## src/rtl/cpu_rate_pkg.sv

```systemverilog
package cpu_rate_pkg;

  localparam int unsigned CODE_W  = 3;
  localparam int unsigned SHIFT_W = 4;
  localparam logic [CODE_W-1:0] RESET_CODE = 3'b010;

  // Rate code to log2 of the divisor. The mapping is deliberately
  // non-monotonic: the low half covers /8../1, the high half /16../256.
  function automatic logic [SHIFT_W-1:0] code_to_shift(input logic [CODE_W-1:0] code);
    logic [SHIFT_W-1:0] s;
    case (code)
      3'b000:  s = 4'd3;
      3'b001:  s = 4'd2;
      3'b010:  s = 4'd1;
      3'b011:  s = 4'd0;
      3'b100:  s = 4'd4;
      3'b101:  s = 4'd5;
      3'b110:  s = 4'd7;
      default: s = 4'd8;
    endcase
    return s;
  endfunction

endpackage

```

## src/rtl/rate_div_chain.sv

```systemverilog
module rate_div_chain #(
  parameter int unsigned CNT_W = 8
) (
  input  logic             clk_i,
  input  logic             rst_ni,
  output logic [CNT_W-1:0] cnt_o,
  output logic             wrap_o
);

  logic [CNT_W-1:0] cnt_q;

  always_ff @(posedge clk_i or negedge rst_ni) begin
    if (!rst_ni) cnt_q <= '0;
    else         cnt_q <= cnt_q + 1'b1;
  end

  assign cnt_o  = cnt_q;
  assign wrap_o = &cnt_q;

endmodule

```

## src/rtl/rate_sel_hold.sv

```systemverilog
module rate_sel_hold
  import cpu_rate_pkg::*;
(
  input  logic              clk_i,
  input  logic              rst_ni,
  input  logic [CODE_W-1:0] code_i,
  input  logic              wr_i,
  input  logic              wrap_i,
  output logic [CODE_W-1:0] act_code_o
);

  logic [CODE_W-1:0] pend_q;
  logic [CODE_W-1:0] act_q;
  logic [CODE_W-1:0] pend_next;

  // The strobe forwards straight to the pending value, so a write that
  // lands on the rollover edge is taken at that rollover.
  assign pend_next = wr_i ? code_i : pend_q;

  always_ff @(posedge clk_i or negedge rst_ni) begin
    if (!rst_ni) begin
      pend_q <= RESET_CODE;
      act_q  <= RESET_CODE;
    end else begin
      pend_q <= pend_next;
      if (wrap_i) act_q <= pend_next;
    end
  end

  assign act_code_o = act_q;

endmodule

```

## src/rtl/rate_tap_select.sv

```systemverilog
module rate_tap_select
  import cpu_rate_pkg::*;
#(
  parameter int unsigned CNT_W = 8
) (
  input  logic               clk_i,
  input  logic               rst_ni,
  input  logic [CNT_W-1:0]   cnt_i,
  input  logic [SHIFT_W-1:0] shift_i,
  output logic               en_o
);

  logic [CNT_W-1:0] mask;
  logic             hit;
  logic             en_q;

  // Tap mask: ones on the bits below the selected shift.
  for (genvar i = 0; i < CNT_W; i++) begin : g_mask
    assign mask[i] = (i < int'(shift_i));
  end

  // Every masked bit at its terminal value means this tap is due.
  assign hit = &(cnt_i | ~mask);

  // Output register ties the pulse to the master clock.
  always_ff @(posedge clk_i or negedge rst_ni) begin
    if (!rst_ni) en_q <= 1'b0;
    else         en_q <= hit;
  end

  assign en_o = en_q;

endmodule

```

## src/rtl/cpu_rate_gen.sv

```systemverilog
module cpu_rate_gen
  import cpu_rate_pkg::*;
#(
  parameter int unsigned CNT_W = 8
) (
  input  logic              clk_i,
  input  logic              rst_ni,
  input  logic [CODE_W-1:0] rate_code_i,
  input  logic              rate_wr_i,
  output logic              cpu_en_o
);

  logic [CNT_W-1:0]   cnt_w;
  logic               wrap_w;
  logic [CODE_W-1:0]  act_code_w;
  logic [SHIFT_W-1:0] act_shift_w;

  rate_div_chain #(.CNT_W(CNT_W)) u_chain (
    .clk_i  (clk_i),
    .rst_ni (rst_ni),
    .cnt_o  (cnt_w),
    .wrap_o (wrap_w)
  );

  rate_sel_hold u_hold (
    .clk_i      (clk_i),
    .rst_ni     (rst_ni),
    .code_i     (rate_code_i),
    .wr_i       (rate_wr_i),
    .wrap_i     (wrap_w),
    .act_code_o (act_code_w)
  );

  assign act_shift_w = code_to_shift(act_code_w);

  rate_tap_select #(.CNT_W(CNT_W)) u_tap (
    .clk_i   (clk_i),
    .rst_ni  (rst_ni),
    .cnt_i   (cnt_w),
    .shift_i (act_shift_w),
    .en_o    (cpu_en_o)
  );

endmodule

```

## config.mk

```make
export PLATFORM = sky130hd
export DESIGN_NAME = cpu_rate_gen
export DESIGN_NICKNAME = d
export VERILOG_FILES = /design/src/rtl/cpu_rate_pkg.sv /design/src/rtl/rate_div_chain.sv /design/src/rtl/rate_sel_hold.sv /design/src/rtl/rate_tap_select.sv /design/src/rtl/cpu_rate_gen.sv
export SDC_FILE = /design/constraint.sdc
export NUM_CORES = 1
export LEC_CHECK = 0
export BUFFER_PORTS_ARGS = -buffer_cell sky130_fd_sc_hd__buf_2
export CORE_AREA = 2 2 39 41
export DETAILED_ROUTE_END_ITERATION = 8
export DIE_AREA = 0 0 41 43
export PLACE_DENSITY = 0.75
export SLEW_MARGIN = 20
export SYNTH_ARGS = -nofsm -noshare
export SYNTH_HDL_FRONTEND = slang
export SYNTH_SLANG_ARGS = --single-unit
```

## constraint.sdc

```tcl
create_clock -name clk_i -period 1.5 [get_ports clk_i]
set_input_delay 0.225 -clock clk_i [delete_from_list [all_inputs] [get_ports clk_i]]
set_output_delay 0.225 -clock clk_i [all_outputs]
set_load 0.01 [all_outputs]
```

==> Word-level counts from Yosys, hierarchy flattened <==
Index checks and enable logic that the tools add are counted.
{ "op_classes": {"n_reduce_logical": 3, "addsub": 1, "muxes": 2, "order_cmp": 8, "n_eq_ne": 6, "bitwise": 2} }
{ "op_table": {"columns": ["cell", "count"], "rows": [
  ["4-bit one-hot mux with 7 select lines", 1],
  ["3-bit by 4-bit less-than comparator with 1-bit output, first input constant", 4],
  ["8-bit AND reduction", 2],
  ["3-bit equality test, second input constant", 3],
  ["8-bit by 1-bit adder with 8-bit output, second input constant", 1],
  ["1-bit by 4-bit less-than comparator with 1-bit output, first input constant", 2],
  ["2-bit by 4-bit less-than comparator with 1-bit output, first input constant", 2],
  ["8-bit inverter", 1],
  ["8-bit bitwise OR", 1],
  ["3-bit by 2-bit equality test with 1-bit output, second input constant", 2],
  ["3-bit by 1-bit equality test with 1-bit output, second input constant", 1],
  ["3-bit logical NOT", 1],
  ["3-bit 2-to-1 mux", 1]
]} }
{ "word_totals": {"reg_bits": 15, "elab_cells": 26} }

==> Depth between registers and ports, before layout <==
Gate-level depths: netlist of the first run.
{ "depth": {"ltp_word": 6, "mapped_depth": 5, "ltp_nobuf": 5} }

==> Cells and area by module <==
A second synthesis of the first run with hierarchy kept.
{ "hier_totals": {"hier_cells": 56, "hier_area_um2": 728.2} }
{ "by_module_without_submodules": {"columns": ["mod", "cells_each", "seq_area_each_um2", "instances", "area_each_um2"], "rows": [
  ["rate_div_chain", 24, 200.2, 1, 329.1],
  ["rate_sel_hold", 12, 152.6, 1, 231.5],
  ["rate_tap_select", 14, 25.0, 1, 117.6],
  ["cpu_rate_gen", 6, 0.0, 1, 50.0]
]} }

==> Least setup slack after synthesis of the first run <==
No wires, ideal clock.
{ "synth_timing": {"path_kind": "register -> register", "startpoint": "register u_chain.cnt_q[0], in the netlist u_chain.cnt_o[0]", "endpoint": "register u_hold.act_q[0], in the netlist u_hold.act_code_o[0]", "slack_ns": 0.099, "required_ns": 1.375, "path_buffers": 0, "arrival_ns": 1.276, "stages_incl_launch_ff": 6, "path_cell_list": "dfrtp_1 ha_1 and3_4 nand2_1 nor2_2 mux2_2"} }
{ "synth_via": {"elab_chain_cells": 1} }
{ "synth_lines": {"columns": ["element", "line_no", "rtl"], "rows": [
  ["start, declared", "rate_div_chain.sv:10", "logic [CNT_W-1:0] cnt_q;"],
  ["start signal, assigned", "rate_div_chain.sv:14", "else cnt_q <= cnt_q + 1'b1;"],
  ["8-bit AND reduction", "rate_div_chain.sv:18", "assign wrap_o = &cnt_q;"],
  ["end signal, assigned", "rate_sel_hold.sv:26", "if (wrap_i) act_q <= pend_next;"],
  ["end, declared", "rate_sel_hold.sv:13", "logic [CODE_W-1:0] act_q;"]
]} }
No other way between the ends.
A chain may end at the register's enable or synchronous reset.

==> Worst setup path after layout of the first run <==
Same ends and word-level chain as after synthesis.

==> impl_metrics.ini, run 1 <==
[layout]
final_cell_mix = 13 x dfrtp_1, 6 x mux2_2, 6 x buf_2
antennaDiodeCount = 0
area_growth_syn_to_layout_pct = 17.4
design_area_um2 = 733
drive_gt1_frac = 0.377
final_common_cell = dfrtp_1
nNetsFinal = 69

[sta]
slew_viol_final = 0
max_slew_margin = 0.784
tns_ps = 0
period_share = 0.952
final_hold_viol_count = 0
rsz0062_at_grt = false
min_period_ps = 1430
setup_viol = 0
skew_ps = 2.24
worst_pin_slew_ps = 324
clock.fmax_mhz = 700
whs_ps = 197

[setup_path]
worstPathRequired_ps = 1660
crit_fanout = 3
r2r_start = u_chain.cnt_o[0]
crit_chain = ha_1 > and3_4 > nand2_1 > nor2_2 > mux2_2
cpPeakStageDelay_ps = 360
start_kind = flop
critPathTopFamily = simple AND/OR/NAND/NOR gates
path_buf_inv = 0
critPathLaunch = u_chain.cnt_o[0]
critPathKind = reg2reg
slowest_stage = dfrtp_1
worstPathArrival_ps = 1590
endpoint_kind = flop

[route]
dr.first_iter.drc_count = 3
vias_per_cell = 4.94
wirelength_um = 892
vias = 380
ant_nets = 0
remaining_drc_errors = 0
dr.pass1.iters = 4
wl_per_cell_um = 11.6

[cts]
root_buffer = clkbuf_4
h-tree-depth = 1
cts-hold-fix-buffers = 1
postCtsResizedCells = 0
cts_sinks = 15
cts_buffers = 3
clk_pin_slew_ps = 80
postCtsSetupRepairBufs = 0
cts_tree = done
clk_path_buf_depth = 2
clock_latency_ps = 270

[power]
switchingPower_uw = 135
cellLeakagePower_nw = 0.362
swShare = 0.202
pwr-share-clk = 0.334
p_per_area_nw_per_um2 = 907
combPwrFrac = 0.041
ir_drop_mv = 0.483
internal_power_uw = 531
pwr-share-seq = 0.625

[grt]
antenna_found_initial = 0
grt_pass1_wl_mm = 1.52
grt_max_degree = 16
grt_use_total = 0.129
gr-total-overflow = 0
grt_pass1_vias = 391

[floorplanning]
core_um2 = 1380
start_util = 0.451
die_h_um = 43
row_count = 14
die-width_um = 41
io_pins = 7
die_area_um2 = 1760

[yosys]
synthCells = 47
synth_top_family_by_area = multiplexers
synth_fp_nets = 54
synth_top_area_share = 0.521
syn_area_um2 = 624
synth_top_cell_by_area = dfrtp_1
yosys.area_share.adder = 0.0200
synth_cell_types = 19
synth_area_leaders = dfrtp_1 52%, mux2_2 11%, dfstp_2 8.4%
synth_mux_area_frac = 0.108
ys_seq_area_frac = 0.605
synth_xor_area_frac = 0.0842
synth-compound-area-share = 0.0701
yosysWarnings = 0
syn_avg_cell_area_um2 = 13.3
synthSimpleGateAreaFrac = 0.0942
ys_ff_latch = 15

[placement]
placed_area_um2 = 697
port_buffers = 6
gp_congestion = 0.748

[status]
status = completed

[min_path]
min-delay-start = rate_code_i[2]
hold_path_class = in2reg

[run]
cap_violations = 0
synthesized netlist by cell type (all sizes together):
master,n
o21bai,1
nor2,3
a21boi,1
a221o,1
xnor2,3
nand2,2
dfstp,2
dfrtp,13
o21ai,2
nand3,3
inv,3
xor2,3
mux2,6
ha,1
o311ai,1
nand4,1
and3,1
layout make-up:
cell class / instances / area [um^2]
Clock buffer: 4 / 26.3
Fill cell: 123 / 651
Inverter: 3 / 11.3
Multi-Input combinational cell: 29 / 235
Sequential cell: 15 / 378
Tap cell: 16 / 20.0
Timing Repair Buffer: 10 / 62.6
metrics by stage:
step	setup slack (ps)	power (mW)	instances	util
floorplan	99.2	0.433	47	-
global placement	126	0.449	72	0.504
detailed placement	79.9	0.450	72	0.504
CTS	66.0	0.674	77	0.530
global route	2.37	0.698	77	0.530
finish	72.3	0.665	77	0.530
power by group through the flow:
stage / combinational (mW) / clock (mW) / sequential (mW)
finish: 0.0274 / 0.222 / 0.416
global route: 0.0309 / 0.250 / 0.417
CTS: 0.0285 / 0.230 / 0.416
detailed placement: 0.0264 / 0 / 0.424
global placement: 0.0254 / 0 / 0.423
floorplan: 0.00995 / 0 / 0.423
sequential cells by signal, indices dropped and copies added, names as in the netlist:
signal / count
u_chain.cnt_o: 8
u_hold.pend_q: 3
u_hold.act_code_o: 3
u_tap.en_o: 1
metal layers:
layer  wire, um  track usage  up-vias
met5          0            0        -
met1        406        0.146      183
met2        448        0.203        7
met3         23       0.0314        2
li1           -            -      188
met4         12       0.0800        0
worst paths after layout:
kind	end	slack (ps)	cells past startpoint
max	u_hold.act_code_o[0]	70	5
min in group asynchronous	u_chain.cnt_o[6]	370	2
max reg2reg	u_hold.act_code_o[0]	70	5
max in group asynchronous	u_hold.pend_q[1]	830	2
min	u_hold.pend_q[2]	200	2
min reg2reg	u_tap.en_o	480	1
logic make-up (layout without fill, tap and decap cells):
| logic type | Yosys count | count (layout) |
|---|---|---|
| adders and majority gates | 1 | 1 |
| muxes | 6 | 6 |
| and+or+nand+nor | 10 | 10 |
| DFF | 15 | 15 |
| AOI/OAI and AO/OA | 6 | 6 |
| buffers and inverters | 3 | 17 |
| xor gates and xnor gates | 6 | 6 |
Note: power is estimated with default switching activity, not from simulation.
==> run 2, diff against run 1 <==
--- a/config.mk
+++ b/config.mk
@@ -6,11 +6,11 @@
 export NUM_CORES = 1
 export LEC_CHECK = 0
 export BUFFER_PORTS_ARGS = -buffer_cell sky130_fd_sc_hd__buf_2
-export CORE_AREA = 2 2 39 41
+export CORE_UTILIZATION = 50
 export DETAILED_ROUTE_END_ITERATION = 8
-export DIE_AREA = 0 0 41 43
-export PLACE_DENSITY = 0.75
+export PLACE_DENSITY = 0.78
 export SLEW_MARGIN = 20
 export SYNTH_ARGS = -nofsm -noshare
 export SYNTH_HDL_FRONTEND = slang
+export SYNTH_HIERARCHICAL = 1
 export SYNTH_SLANG_ARGS = --single-unit
==> impl_metrics.ini, run 2 <==
[yosys]
syn_area_um2 = 728
synth_top_flop_cell = dfrtp_1
synth_area_leaders = dfrtp_1 45%, dfstp_2 7.2%, xnor2_1 7.2%
yosysWarnings = 6
synth_fp_nets = 63
ys_ff_latch = 15
synth.most_common_cell = dfrtp_1
ys_seq_area_frac = 0.519
ys_async_sr_fraction = 1.00
synth_commonest_cells = 13 x dfrtp_1, 6 x xnor2_1, 3 x mux2_2, 3 x mux2_4, 3 x nand3_1
synth_top_cell_by_area = dfrtp_1
synthCells = 56
syn_avg_cell_area_um2 = 13.0
synth_top_area_share = 0.447
synth_edf_count = 0
synth_cell_types = 29

[placement]
placed_area_um2 = 822
dp_hpwl_um = 883
placedCellCount = 83
place_ws_ps = -133
gp_congestion = 0.695
port_buffers = 6

[layout]
nNetsFinal = 85
area_growth_syn_to_layout_pct = 28.2
drive_gt1_frac = 0.571
final_cell_mix = 11 x dfrtp_1, 10 x buf_4, 6 x buf_2
fin_util = 0.700
finalNonFillerCells = 92
final_common_cell = dfrtp_1
design_area_um2 = 933
largest_register_ffs = 8
antennaDiodeCount = 0

[sta]
slew_viol_final = 0
max_slew_margin = 0.789
final_hold_viol_count = 0
skew_ps = 1.48
worst_pin_slew_ps = 317
clock.fmax_mhz = 666
setup_viol = 1
fin_ws_ps = -2.16
tns_ps = -2.16
period_share = 1.00
min_period_ps = 1500
rsz0062_at_grt = true

[cts]
cts_sinks = 15
clk_pin_slew_ps = 90
clk_path_buf_depth = 2
cts_buffers = 3
clock_latency_ps = 280
cts_tree = done
h-tree-depth = 1
root_buffer = clkbuf_4

[floorplanning]
row_count = 13
io_pins = 7
die-width_um = 40.2
die_h_um = 40.2
start_util = 0.546
die_area_um2 = 1610
core_um2 = 1330

[status]
violations = negative setup slack
status = finished with violations

[power]
p_per_area_nw_per_um2 = 721
ir_drop_mv = 0.624
cellLeakagePower_nw = 0.414

[grt]
grt_most_used_layer = met2
use_met3 = 0.0500
grt_max_degree = 16
gr-total-overflow = 0
grt_pass1_vias = 452
grt_pass1_wl_mm = 2.05
met1_usage = 0.271
gr-usage-met2 = 0.302
antenna_found_initial = 0
grt_use_total = 0.207

[setup_path]
start_kind = flop
worstPathRequired_ps = 1690
worstPathArrival_ps = 1690
crit_fanout = 4
critPathKind = reg2reg
endpoint_kind = flop

[route]
wl_per_cell_um = 14.1
remaining_drc_errors = 0
vias = 492
vias_per_cell = 5.35
ant_nets = 0
dr.pass1.iters = 4
dr.first_iter.drc_count = 9
wirelength_mm = 1.30

[min_path]
hold_path_class = in2reg

[run]
cap_violations = 0
-- run 2: power breakdown --
part	internal, mW	leakage (nW)	total, mW	switching (mW)
Clock	0.0988	0.0177	0.223	0.124
Sequential	0.414	0.180	0.417	0.00265
Combinational	0.0184	0.216	0.0334	0.0149
Total	0.531	0.414	0.673	0.141
-- run 2: critical path, stage by stage (launching register included) --
cell	delay [ps]
dfstp_2	580
buf_4	120
o21ai_2	70
nor4_2	270
o221ai_1	150
nor4_2	220
-- run 2: cells by family after synthesis --
family,Yosys count,synth area share
XOR/XNOR,7,0.0842
multiplexers,6,0.108
flip-flops,15,0.519
buffers and inverters,1,0.00515
adder cells (fa/ha/maj),1,0.0172
AND/OR/NAND/NOR,19,0.191
AO/OA/AOI/OAI,7,0.0756
-- run 2: cell type report --
class / instances / area, um^2
clock buffers: 3 / 22.5
clock inverters: 1 / 5.00
fillers: 102 / 400
inverters: 1 / 3.75
multi-input cells: 40 / 388
flip-flops and latches: 15 / 380
well taps: 15 / 18.8
repair buffers: 17 / 115
-- run 2: stage by stage --
step                hold slack [ps]  power, mW
finish                          186      0.673
global route                    170      0.708
CTS                             174      0.683
detailed placement              140      0.457
global placement                145      0.456
floorplan                     -70.6      0.438
-- run 2: worst paths after layout --
kind                                      start               end  slack, ps  depth (start not counted)
max                        u_hold/act_code_o[1]        u_tap/en_o         -2                          5
min                              rate_code_i[0]  u_hold/pend_q[0]        190                          2
max in group asynchronous                rst_ni  u_hold/pend_q[1]        850                          2
min in group asynchronous                rst_ni        u_tap/en_o        360                          2
min reg2reg                    u_chain/cnt_o[7]  u_chain/cnt_o[7]        490                          1
max reg2reg                u_hold/act_code_o[1]        u_tap/en_o         -2                          5
-- run 2: metal layers --
metal / wire length [um] / share of wire
met5: 0 / 0
met4: 17 / 0.013
met1: 662 / 0.51
met2: 592 / 0.46
met3: 22 / 0.017
-- run 2: timing repair --
item,CTS,global route
gates resized for setup,4,7
buffers inserted,3,1
hold buffers,1,0
pin swaps,2,2
hold endpoints to repair,13,0
endpoints found under the setup margin,1,1
gates cloned,0,0
==> run 3, diff against run 2 <==
--- a/config.mk
+++ b/config.mk
@@ -5,10 +5,11 @@
 export SDC_FILE = /design/constraint.sdc
 export NUM_CORES = 1
 export LEC_CHECK = 0
+export ABC_AREA = 1
 export BUFFER_PORTS_ARGS = -buffer_cell sky130_fd_sc_hd__buf_2
 export CORE_UTILIZATION = 50
 export DETAILED_ROUTE_END_ITERATION = 8
-export PLACE_DENSITY = 0.78
+export PLACE_DENSITY = 0.77
 export SLEW_MARGIN = 20
 export SYNTH_ARGS = -nofsm -noshare
 export SYNTH_HDL_FRONTEND = slang
==> impl_metrics.ini, run 3 <==
[grt]
grt_max_degree = 16
grt_pass1_wl_mm = 2.57
grt_pass1_vias = 652
gr-total-overflow = 0
grt_use_total = 0.189
antenna_found_initial = 0

[floorplanning]
die_area_um2 = 1890
die-width_um = 43.5
die_h_um = 43.5
start_util = 0.552
io_pins = 7
row_count = 14
core_um2 = 1560

[layout]
nNetsFinal = 140
final_cell_mix = 40 x nand2_1, 19 x inv_1, 13 x dfrtp_1
fin_util = 0.628
antennaDiodeCount = 0
drive_gt1_frac = 0.242
largest_register_ffs = 8
finalNonFillerCells = 148
area_growth_syn_to_layout_pct = 13.8
final_common_cell = nand2_1

[placement]
placedCellCount = 142
dp_hpwl_mm = 1.10
gp_congestion = 0.829
place_ws_ps = 40.7
port_buffers = 6

[setup_path]
critPathKind = reg2reg
cpPeakStageDelay_ps = 570
critPathTopFamily = flip-flops
start_kind = flop
rr_worst_depth = 9
path_common_cell = nand2_1
r2r_slack_ps = 110
endpoint_kind = flop
worstPathArrival_ps = 1570
crit_chain = inv_2 > nor3_4 > inv_1 > nand3_1 > nand2_1 > nand2_1 > nand2_1 > nand2_1 > nor2_2
crit_fanout = 4
path_buf_inv = 2
r2r_start = u_hold/act_code_o[1]
r2r_end = u_tap/en_o
worstPathRequired_ps = 1680
slowest_stage = dfstp_2

[cts]
root_buffer = clkbuf_4
clk_path_buf_depth = 2
cts_tree = done
cts_buffers = 3
h-tree-depth = 1
cts_sinks = 15
clock_latency_ps = 280
clk_pin_slew_ps = 80

[yosys]
synth_commonest_cells = 40 x nand2_1, 20 x inv_1, 13 x dfrtp_1
synth_top_area_share = 0.378
syn_avg_cell_area_um2 = 7.23
ys_async_sr_fraction = 1.00
synth_fp_nets = 126
synth_top_flop_cell = dfrtp_1
synth_top_cell_by_area = dfrtp_1
synth.most_common_cell = nand2_1
synth_area_leaders = dfrtp_1 38%, nand2_1 17%, inv_1 8.7%
ys_ff_latch = 15
synth_edf_count = 0
yosysWarnings = 6
syn_area_um2 = 861
synth_cell_types = 19
synthCells = 119
ys_seq_area_frac = 0.439

[sta]
whs_ps = 253
clock.fmax_mhz = 720
max_slew_margin = 0.776
setup_viol = 0
worst_pin_slew_ps = 335
final_hold_viol_count = 0
fin_ws_ps = 110
period_share = 0.927
slew_viol_final = 0
min_period_ps = 1390
skew_ps = 3.11

[power]
p_per_area_nw_per_um2 = 684
cellLeakagePower_nw = 0.523
ir_drop_mv = 0.639

[route]
dr.pass1.iters = 4
remaining_drc_errors = 0
dr.first_iter.drc_count = 16
vias = 727
wl_per_cell_um = 10.1
vias_per_cell = 4.91
ant_nets = 0
wirelength_mm = 1.49

[status]
status = completed

[min_path]
hold_depth = 4
hold_path_class = in2reg
whs_endpoint = u_hold/pend_q[2]
min-delay-start = rate_code_i[2]

[run]
cap_violations = 0
## run 3: cell types whose count changed after synthesis, moves of 3 or more
cell,change
mux2_4,-3
and2_1,+3
inv_1,+19
nor2_1,+7
nand3_1,+6
nor2_2,+5
xnor2_1,-6
nand2_1,+39
inv_2,+5
mux2_2,-3
## run 3: worst max-delay path by stage
stage	slack, ps	end	cells after the start	start
final	110	u_tap/en_o	9	u_hold/act_code_o[1]
after global routing	-5	u_tap/en_o	9	u_hold/act_code_o[1]
after CTS	20	u_tap/en_o	9	u_hold/act_code_o[1]
after detailed placement	40	u_tap/en_o	9	u_hold/act_code_o[1]
after global placement	80	u_tap/en_o	9	u_hold/act_code_o[1]
after floorplan	110	u_tap/en_o	9	u_hold/act_code_o[1]
## run 3: worst reg2reg max path, stage by stage (launching register included)
cell	delay [ps]
dfstp_2	570
inv_2	60
nor3_4	240
inv_1	90
nand3_1	90
nand2_1	50
nand2_1	60
nand2_1	40
nand2_1	60
nor2_2	30
## run 3: repair_timing
action                                  4_1_cts  5_1_grt
endpoints found under the setup margin        0        3
hold buffers                                  1        0
buffers inserted                              0        1
gates resized for setup                       0        4
endpoints found under the hold margin        13        0
## run 3: final cells by class
class,count,area [um^2]
Tap cell,16,20.0
Multi-Input combinational cell,79,405
Sequential cell,15,378
Clock inverter,1,5.00
Fill cell,122,579
Clock buffer,3,22.5
Inverter,25,93.8
Timing Repair Buffer,9,55.1
## run 3: cell families after synthesis
logic type / after synthesis / synth area share
xor+xnor: 2 / 0.0204
flops: 15 / 0.439
buf+inv: 25 / 0.109
fa+ha+maj: 1 / 0.0145
simple gates: 72 / 0.390
compound gates: 4 / 0.0276
## run 3: per-layer routing
metal	track usage	vias up	wire length (um)
li1	-	377	-
met1	0.252	333	739
met2	0.285	15	690
met3	0.0375	2	44
met4	0.113	0	14
met5	0	-	0
## run 3: per-stage QoR
step	power, mW	cell area, um^2	TNS, ps
after detailed placement	0.454	918	0
after CTS	0.680	956	0
after global routing	0.708	980	-5.45
after global placement	0.453	918	0
after floorplan	0.437	861	0
final	0.670	980	0
## run 3: power breakdown
group | internal (mW) | switching, mW | total (mW) | leakage, nW
combinational | 0.0137 | 0.0197 | 0.0334 | 0.334
clock | 0.0990 | 0.123 | 0.222 | 0.0177
sequential | 0.413 | 0.00160 | 0.414 | 0.172
total | 0.526 | 0.145 | 0.670 | 0.523
